`src/rtl/usbpd_pkg.sv`:
```
package usbpd_pkg;

    localparam int N_REQ  = 2;
    localparam int N_CLK  = 4;
    localparam int N_STOP = 4;

    typedef enum logic [2:0] {
        ST_OFF,
        ST_UP_RDY,
        ST_UP_CLK,
        ST_ON,
        ST_DN_STOP,
        ST_DN_CLK
    } seq_st_e;

    typedef struct packed {
        logic rdy_hi;
        logic clk_on;
        logic stopped;
    } ctl_t;

    function automatic ctl_t decode_ctl(seq_st_e s);
        ctl_t c;
        c.rdy_hi  = (s == ST_OFF);
        c.clk_on  = (s == ST_UP_CLK) || (s == ST_ON) || (s == ST_DN_STOP);
        c.stopped = (s != ST_ON);
        return c;
    endfunction

endpackage

```
`src/rtl/usbpd_refcnt.sv`:
```
module usbpd_refcnt #(
    parameter int CNT_W = 2,
    parameter int N_REQ = 2
) (
    input  logic             clk,
    input  logic             rst,
    input  logic [N_REQ-1:0] up,
    input  logic [N_REQ-1:0] dn,
    output logic             nz,
    output logic             accept,
    output logic             err
);
    localparam int EXT_W = CNT_W + $clog2(N_REQ + 1) + 1;
    localparam logic [EXT_W-1:0] MAX_EXT = EXT_W'((1 << CNT_W) - 1);

    logic [CNT_W-1:0] cnt;
    logic [EXT_W-1:0] n_up, n_dn, sum, nxt;

    always_comb begin
        n_up = '0;
        n_dn = '0;
        for (int i = 0; i < N_REQ; i++) begin
            n_up = n_up + EXT_W'(up[i]);
            n_dn = n_dn + EXT_W'(dn[i]);
        end
        sum    = EXT_W'(cnt) + n_up;
        accept = (sum >= n_dn);
        nxt    = sum - n_dn;
        if (nxt > MAX_EXT)
            nxt = MAX_EXT;
    end

    always_ff @(posedge clk) begin
        if (rst) begin
            cnt <= '0;
            err <= 1'b0;
        end else begin
            err <= !accept;
            if (accept)
                cnt <= nxt[CNT_W-1:0];
        end
    end

    assign nz = (cnt != '0);
endmodule

```
`src/rtl/usbpd_step_timer.sv`:
```
module usbpd_step_timer #(
    parameter int DLY_W = 16
) (
    input  logic             clk,
    input  logic             rst,
    input  logic             load,
    input  logic [DLY_W-1:0] dly,
    output logic             done
);
    logic [DLY_W-1:0] remain;

    always_ff @(posedge clk) begin
        if (rst)
            remain <= '0;
        else if (load)
            remain <= dly;
        else if (remain != '0)
            remain <= remain - 1'b1;
    end

    assign done = (remain == '0);
endmodule

```
`src/rtl/usbpd_seq_fsm.sv`:
```
module usbpd_seq_fsm
    import usbpd_pkg::*;
(
    input  logic    clk,
    input  logic    rst,
    input  logic    want_on,
    input  logic    step_done,
    output seq_st_e st,
    output logic    load
);
    seq_st_e nxt;

    always_comb begin
        nxt  = st;
        load = 1'b0;
        case (st)
            ST_OFF:     if (want_on)    begin nxt = ST_UP_RDY;  load = 1'b1; end
            ST_UP_RDY:  if (step_done)  begin nxt = ST_UP_CLK;  load = 1'b1; end
            ST_UP_CLK:  if (step_done)        nxt = ST_ON;
            ST_ON:      if (!want_on)   begin nxt = ST_DN_STOP; load = 1'b1; end
            ST_DN_STOP: if (step_done)  begin nxt = ST_DN_CLK;  load = 1'b1; end
            ST_DN_CLK:  if (step_done)        nxt = ST_OFF;
            default:                          nxt = ST_OFF;
        endcase
    end

    always_ff @(posedge clk) begin
        if (rst)
            st <= ST_OFF;
        else
            st <= nxt;
    end
endmodule

```
`src/rtl/usbpd_ack_gen.sv`:
```
module usbpd_ack_gen
    import usbpd_pkg::*;
#(
    parameter int N_REQ = 2
) (
    input  logic             clk,
    input  logic             rst,
    input  logic [N_REQ-1:0] up,
    input  logic [N_REQ-1:0] dn,
    input  logic             accept,
    input  logic             want_on,
    input  seq_st_e          st,
    output logic [N_REQ-1:0] ack
);
    logic settled_on, at_off;

    assign settled_on = (st == ST_ON) && want_on;
    assign at_off     = (st == ST_OFF);

    for (genvar g = 0; g < N_REQ; g++) begin : g_req
        logic pend_up, pend_dn, fire_up, fire_dn;

        assign fire_up = pend_up && settled_on;
        assign fire_dn = pend_dn && (at_off || settled_on);

        always_ff @(posedge clk) begin
            if (rst) begin
                pend_up <= 1'b0;
                pend_dn <= 1'b0;
                ack[g]  <= 1'b0;
            end else begin
                ack[g] <= fire_up || fire_dn;
                if (accept && up[g])
                    pend_up <= 1'b1;
                else if ((accept && dn[g]) || fire_up)
                    pend_up <= 1'b0;
                if (accept && dn[g])
                    pend_dn <= 1'b1;
                else if (fire_dn)
                    pend_dn <= 1'b0;
            end
        end
    end
endmodule

```
`src/rtl/usbpd_seq.sv`:
```
module usbpd_seq
    import usbpd_pkg::*;
#(
    parameter int DLY_W = 16,
    parameter int CNT_W = 2
) (
    input  logic             clk,
    input  logic             rst,
    input  logic [DLY_W-1:0] step_dly,
    input  logic [N_REQ-1:0] claim_req,
    input  logic [N_REQ-1:0] release_req,
    output logic [N_REQ-1:0] ack,
    output logic             cnt_err,
    output logic             pwr_rdy,
    output logic [N_CLK-1:0] clk_en,
    output logic [N_STOP-1:0] mod_stop
);
    logic [N_REQ-1:0] eff_up, eff_dn;
    logic             want_on, accept, load, step_done;
    seq_st_e          st;
    ctl_t             ctl;

    // A requester pulsing both lines in one cycle is treated as idle.
    assign eff_up = claim_req & ~release_req;
    assign eff_dn = release_req & ~claim_req;

    usbpd_refcnt #(.CNT_W(CNT_W), .N_REQ(N_REQ)) u_cnt (
        .clk(clk), .rst(rst), .up(eff_up), .dn(eff_dn),
        .nz(want_on), .accept(accept), .err(cnt_err)
    );

    usbpd_step_timer #(.DLY_W(DLY_W)) u_tmr (
        .clk(clk), .rst(rst), .load(load), .dly(step_dly), .done(step_done)
    );

    usbpd_seq_fsm u_fsm (
        .clk(clk), .rst(rst), .want_on(want_on), .step_done(step_done),
        .st(st), .load(load)
    );

    usbpd_ack_gen #(.N_REQ(N_REQ)) u_ack (
        .clk(clk), .rst(rst), .up(eff_up), .dn(eff_dn), .accept(accept),
        .want_on(want_on), .st(st), .ack(ack)
    );

    assign ctl     = decode_ctl(st);
    assign pwr_rdy = ctl.rdy_hi;

    // The whole area switches as one unit; every owner bit follows the group.
    for (genvar c = 0; c < N_CLK; c++) begin : g_clk
        assign clk_en[c] = ctl.clk_on;
    end
    for (genvar s = 0; s < N_STOP; s++) begin : g_stop
        assign mod_stop[s] = ctl.stopped;
    end
endmodule

```
`config.mk`:
```
export PLATFORM = sky130hd
export DESIGN_NAME = usbpd_seq
export DESIGN_NICKNAME = d
export VERILOG_FILES = /design/src/rtl/usbpd_pkg.sv /design/src/rtl/usbpd_refcnt.sv /design/src/rtl/usbpd_step_timer.sv /design/src/rtl/usbpd_seq_fsm.sv /design/src/rtl/usbpd_ack_gen.sv /design/src/rtl/usbpd_seq.sv
export SDC_FILE = /design/constraint.sdc
export NUM_CORES = 1
export LEC_CHECK = 0
export BUFFER_PORTS_ARGS = -buffer_cell sky130_fd_sc_hd__buf_4
export CORE_ASPECT_RATIO = 0.75
export CORE_MARGIN = 5
export CORE_UTILIZATION = 29
export CTS_CLUSTER_SIZE = 40
export DETAILED_ROUTE_END_ITERATION = 10
export HOLD_SLACK_MARGIN = 0.03
export SLEW_MARGIN = 10
export SYNTH_ARGS = -nofsm -noshare
export SYNTH_HDL_FRONTEND = slang
export SYNTH_HIERARCHICAL = 1
export SYNTH_SLANG_ARGS = --single-unit
```
`constraint.sdc`:
```
create_clock -name clk -period 5.22 [get_ports clk]
set_clock_uncertainty 0.05 [all_clocks]
set_input_delay 0.522 -clock clk [delete_from_list [all_inputs] [get_ports clk]]
set_output_delay 0.522 -clock clk [all_outputs]
set_load 0.01 [all_outputs]
```
-- After elaboration in Yosys (flattened, before gate mapping)
Cells that the tools add are included.
- shift operators: 0
- reductions and logical operators: 28
- equality and inequality tests: 12
- order comparisons: 2
- muxes and demuxes: 22
- bitwise gates (word level): 4
- div/mod/pow operators: 0
- $mul: 0
- $add $sub $neg: 5
- operators with widths (kind ; number):
    2-to-1 mux 16 bit ; 2
    2-to-1 mux 3 bit ; 6
    one-hot mux 3 bit (6 select lines) ; 1
    logical NOT 16 bit ; 1
    nonzero test 16 bit ; 1
    subtractor 16 x 1 -> 16 bit, second input constant ; 1
    nonzero test 2 bit ; 6
    2-to-1 mux 1 bit ; 11
    inequality test 2 bit, second input constant ; 5
    logical AND 1 bit ; 9
    logical OR 1 bit ; 7
    == test 3 x 2 -> 1 bit, second input constant ; 2
    == test 3 bit, second input constant ; 2
    AND reduction 6 bit ; 1
    adder 2 x 5 -> 5 bit ; 1
    greater-or-equal comparator 5 bit ; 1
    > comparator 5 x 2 -> 1 bit, second input constant ; 1
    subtractor 5 x 2 -> 5 bit ; 1
    adder 1 x 1 -> 2 bit ; 2
    bitwise AND 2 bit ; 2
    NOT 2 bit ; 2
    == test 3 x 1 -> 1 bit, second input constant ; 1
    logical NOT 3 bit ; 1
    inequality test 3 x 2 -> 1 bit, second input constant ; 1
    other kinds (5) ; 5
- word-level logic and storage cells: 83
- bits in latches: 0
- bits in registers: 28
- memories: 0
- RAM bits: 0
- bits in read-only memories: 0

-- Logic depth before layout (Yosys ltp)
- word-level depth: 9
- mapped depth: 13
- gate-level depth less buffers: 12

-- Modules after synthesis
The synthesis kept the hierarchy.
- modules (own cells, without submodules) (module ; area each (um^2) ; cells an instance ; instances):
    usbpd_step_timer ; 964.7 ; 116 ; 1
    usbpd_refcnt ; 271.5 ; 29 ; 1
    usbpd_ack_gen ; 231.5 ; 25 ; 1
    usbpd_seq_fsm ; 207.7 ; 26 ; 1
    usbpd_seq ; 101.3 ; 14 ; 1

-- Least setup slack after synthesis
No wires, ideal clock.
- path kind: reg-to-reg
- start point: register u_tmr.remain[0]
- end point: register u_tmr.remain[13]
- arrival time: 3.488 ns
- path buffers: 1
- setup slack: 1.605 ns
- cell stages (with the launch flop): 14
- cells stage by stage: dfxtp_1 > inv_1 > ha_1 > or3b_2 > or4_4 > nor2_1 > nor2b_2 > nor3_2 > o31ai_2 > nor2b_1 > clkbuf_1 > a21oi_1 > a31o_2 > nor3_1
- word-level cells in the longest chain between the ends: 4
- elaborated cells between the ends (all ways): 8
- those cells by class: add/sub: 1; mux: 4; reduce/logical: 3
- ends and longest elaborated chain (element ; RTL line ; source):
    start, declared ; usbpd_step_timer.sv:10 ; logic [DLY_W-1:0] remain;
    start signal, assigned ; usbpd_step_timer.sv:16 ; remain <= dly;
    start signal, assigned ; usbpd_step_timer.sv:18 ; remain <= remain - 1'b1;
    logical NOT 16 bit * ; usbpd_step_timer.sv:21 ; assign done = (remain == '0);
    named net step_done ; usbpd_seq.sv:19 ; logic want_on, accept, load, step_done;
    2-to-1 mux 1 bit * ; usbpd_seq_fsm.sv:18, usbpd_seq_fsm.sv:21 ;
    one-hot mux 1 bit (3 select lines) * ; usbpd_seq_fsm.sv:16 ; case (st)
    named net load ; usbpd_seq.sv:19 ;
    2-to-1 mux 16 bit / nonzero test 2 bit (equally long branches) ; n/a ;
Mark *: on every way through the listed nets, which the timed path passes. The rest lies on a longest branch. The select of a mux whose other input is x is not followed.
A chain may end at the register's enable or synchronous reset.

-- Worst setup path in the final report
Ends and elaborated chain as after synthesis.

==> results.cfg <==
[grt]
antenna_found_initial = 0
track_usage_pct = 10.3
grt_pass1_vias = 1448
grt_pass1_wl_um = 6710
grt_overflow = 0
grt_max_degree = 27

[placed_design]
place_congestion = 0.778
portBuffers = 33
dp_hpwl_um = 3050

[floorplan]
die_w_um = 100
design.die.area_mm2 = 0.00781
start_util_pct = 30.2
rows = 24
io_pins = 34
core_area_mm2 = 0.00589
die_y_um = 77.8

[sta]
setup_viol_count_final = 0
max_freq_mhz = 271
final_hold_viol_count = 0
max_slew.worst_pin.slew_ns = 0.882
fin_setup_tns_ns = 0
fin_crit_ns = 3.69
slew-limit-headroom_pct = 40.6
post-route-period-util_pct = 70.6
slew_violations = 0
timing.hold.ws_ns = 0.385
rsz0062_at_grt = false

[route]
first_pass_iters = 4
wire_per_inst_um = 12.9
drtIter0Drc = 60
drt_wl_total_um = 4080
vias = 1570
via_per_inst = 4.97
drc = 0
drtAntennaViolNets = 0

[yosys]
synth_mux_area_share_pct = 0.845
async_reset_ff_share_pct = 0
synth_top_family_by_area = simple AND/OR/NAND/NOR gates
synth.top_cells.by_area = dfxtp_1 32%, nand2_1 4.2%, xnor2_1 3.9%
synth_top_area_share_pct = 31.5
synth_seq_cells = 28
synthAdderAreaFrac_pct = 6.90
syn_inst = 210
yosysTopAreaCell = dfxtp_1
synth_edf_count = 0
yosysUniqueCellTypes = 59
ys.flop_type = dfxtp_1
synth.most_common_cell = dfxtp_1
synth_fp_nets = 240
yosys_warnings = 6
synth-simple-area-share_pct = 29.7
avgSynthCellArea_um2 = 8.46
synth-seq-area-share_pct = 31.5
syn_area_mm2 = 0.00178
synth_xor_area_share_pct = 4.44
synth-compound-area-share_pct = 19.3
netlist_top_cells_count = 28 x dfxtp_1, 20 x nand2_1, 15 x inv_1, 15 x nor2_1, 13 x nor3_1

[cts]
tritoncts = done
cts_setup_buffers = 0
cts.htree.levels = 1
cts_root_buf = clkbuf_8
cts_repair_resize_count = 0
clk_latency_ns = 0.28
clk_path_buf_depth = 2
clk_pin_slew_ns = 0.10
cts_buffers = 3
clkSinkCount = 28
postCtsHoldBufs = 0

[worst_setup_path]
rrSetupSlack_ns = 1.53
slowest_delay_ns = 0.58
crit_chain = inv_1, ha_1, or3b_2, or4_4, nor2_1, nor2b_2, nor3_2, o31ai_2, buf_4, nor2b_1, buf_4, nand2_1, a31o_2, nor3_1
critical_path_peak_fanout = 15
critical_path.top_delay_family = simple AND/OR/NAND/NOR gates
crit_arrival_ns = 3.85
crit_path_start_kind = flop
cp_slowest_cell = or4_4
worst_path_most_repeated_cell = buf_4
endpoint_kind = flop
path_class = flop to flop
cp.required_ns = 5.38
crit_buf_inv = 3

[min_path]
hold_class = input port to flop

[pwr]
p_comb_share_pct = 55.4
power_density_mw_per_mm2 = 563
clockPowerShare_pct = 14.4
pwr-share-seq_pct = 30.2
p_leak_nw = 0.817
internal-power_uw = 681
netSwitchingPower_uw = 521
peakVddDrop_uv = 150
switching_share_pct = 43.3

[layout]
antenna_cells = 0
final_core_util_pct = 36.3
drive_gt1_share_pct = 23.1
nNetsFinal = 269
area_growth_pct = 20.2
fillers = 628

[run_status]
status = finished clean

[job]
drv_cap = 0
-- flip-flops by register name, summed over array words and instances, names as in the netlist --
name / flops
u_cnt/err: 1
u_ack/g_req.pend_up: 2
u_ack/g_req.pend_dn: 2
u_ack/ack: 2
u_cnt/cnt: 2
u_tmr/remain: 16
u_fsm/st: 3
-- cell usage in the layout, fill, tap and decap left out, drive strengths merged, types with 3 or more instances in the layout --
master / n
buf: 35
dfxtp: 28
nand2: 20
nor2: 15
inv: 15
nor3: 14
o21ai: 13
a21oi: 9
xnor2: 8
nor2b: 7
ha: 5
o31ai: 5
nand3: 4
or4: 4
nor4: 4
clkbuf: 3
o22ai: 3
fa: 3
a31oi: 3
nand2b: 3
-- logic make-up (layout without fill, tap and decap cells) --
family	Yosys count	in the layout
simple gates	89	89
compound gates	49	49
flops	28	28
buf+inv	26	54
xor+xnor	9	9
fa+ha+maj	8	8
mux	1	1
-- worst paths after layout --
kind,start,end,cells past startpoint
max reg2reg,u_tmr/remain[0],u_tmr/remain[13],14
min reg2reg,u_ack/g_req[0].pend_dn,u_ack/g_req[0].pend_dn,2
max,u_tmr/remain[0],u_tmr/remain[13],14
min,step_dly[9],u_tmr/remain[9],3
-- tightest hold or removal path, stage by stage --
cell and delay (ns):
buf_4 0.07, nand2_1 0.03, o21ai_0 0.05
-- power by group through the flow --
stage / Sequential (mW) / Clock (mW) / Combinational (mW)
floorplan: 0.347 / 0 / 0.538
finish: 0.363 / 0.173 / 0.666
detailed placement: 0.365 / 0 / 0.663
CTS: 0.361 / 0.180 / 0.670
global placement: 0.365 / 0 / 0.656
global route: 0.373 / 0.189 / 0.750
-- cell type report --
cell class                 instances  area, um2  share of cell area, %
clock inverter                     1       30.0                   1.41
inverter                          15       56.3                   2.64
multi-input combinational        156       1090                   50.9
timing repair buffer              35        263                   12.3
sequential                        28        561                   26.2
clock buffer                       3       41.3                   1.93
tap                               78       97.6                   4.57
-- metal layers --
layer	vias up	track usage, %	part of all wire, %
met5	-	0	0
met2	40	15.6	44
met4	0	2.02	0.20
met3	2	2.87	5.6
li1	813	-	-
met1	715	14.6	50
-- through the flow --
stage	total power, mW	area, um2	std cells	worst slack (ns)
final	1.20	2140	316	1.53
after global routing	1.31	2140	316	1.24
after CTS	1.21	2140	316	1.53
after detailed placement	1.03	2060	312	1.56
after global placement	1.02	2060	312	1.66
after floorplan	0.884	1780	210	1.60
(Power assumes the default switching activity.)
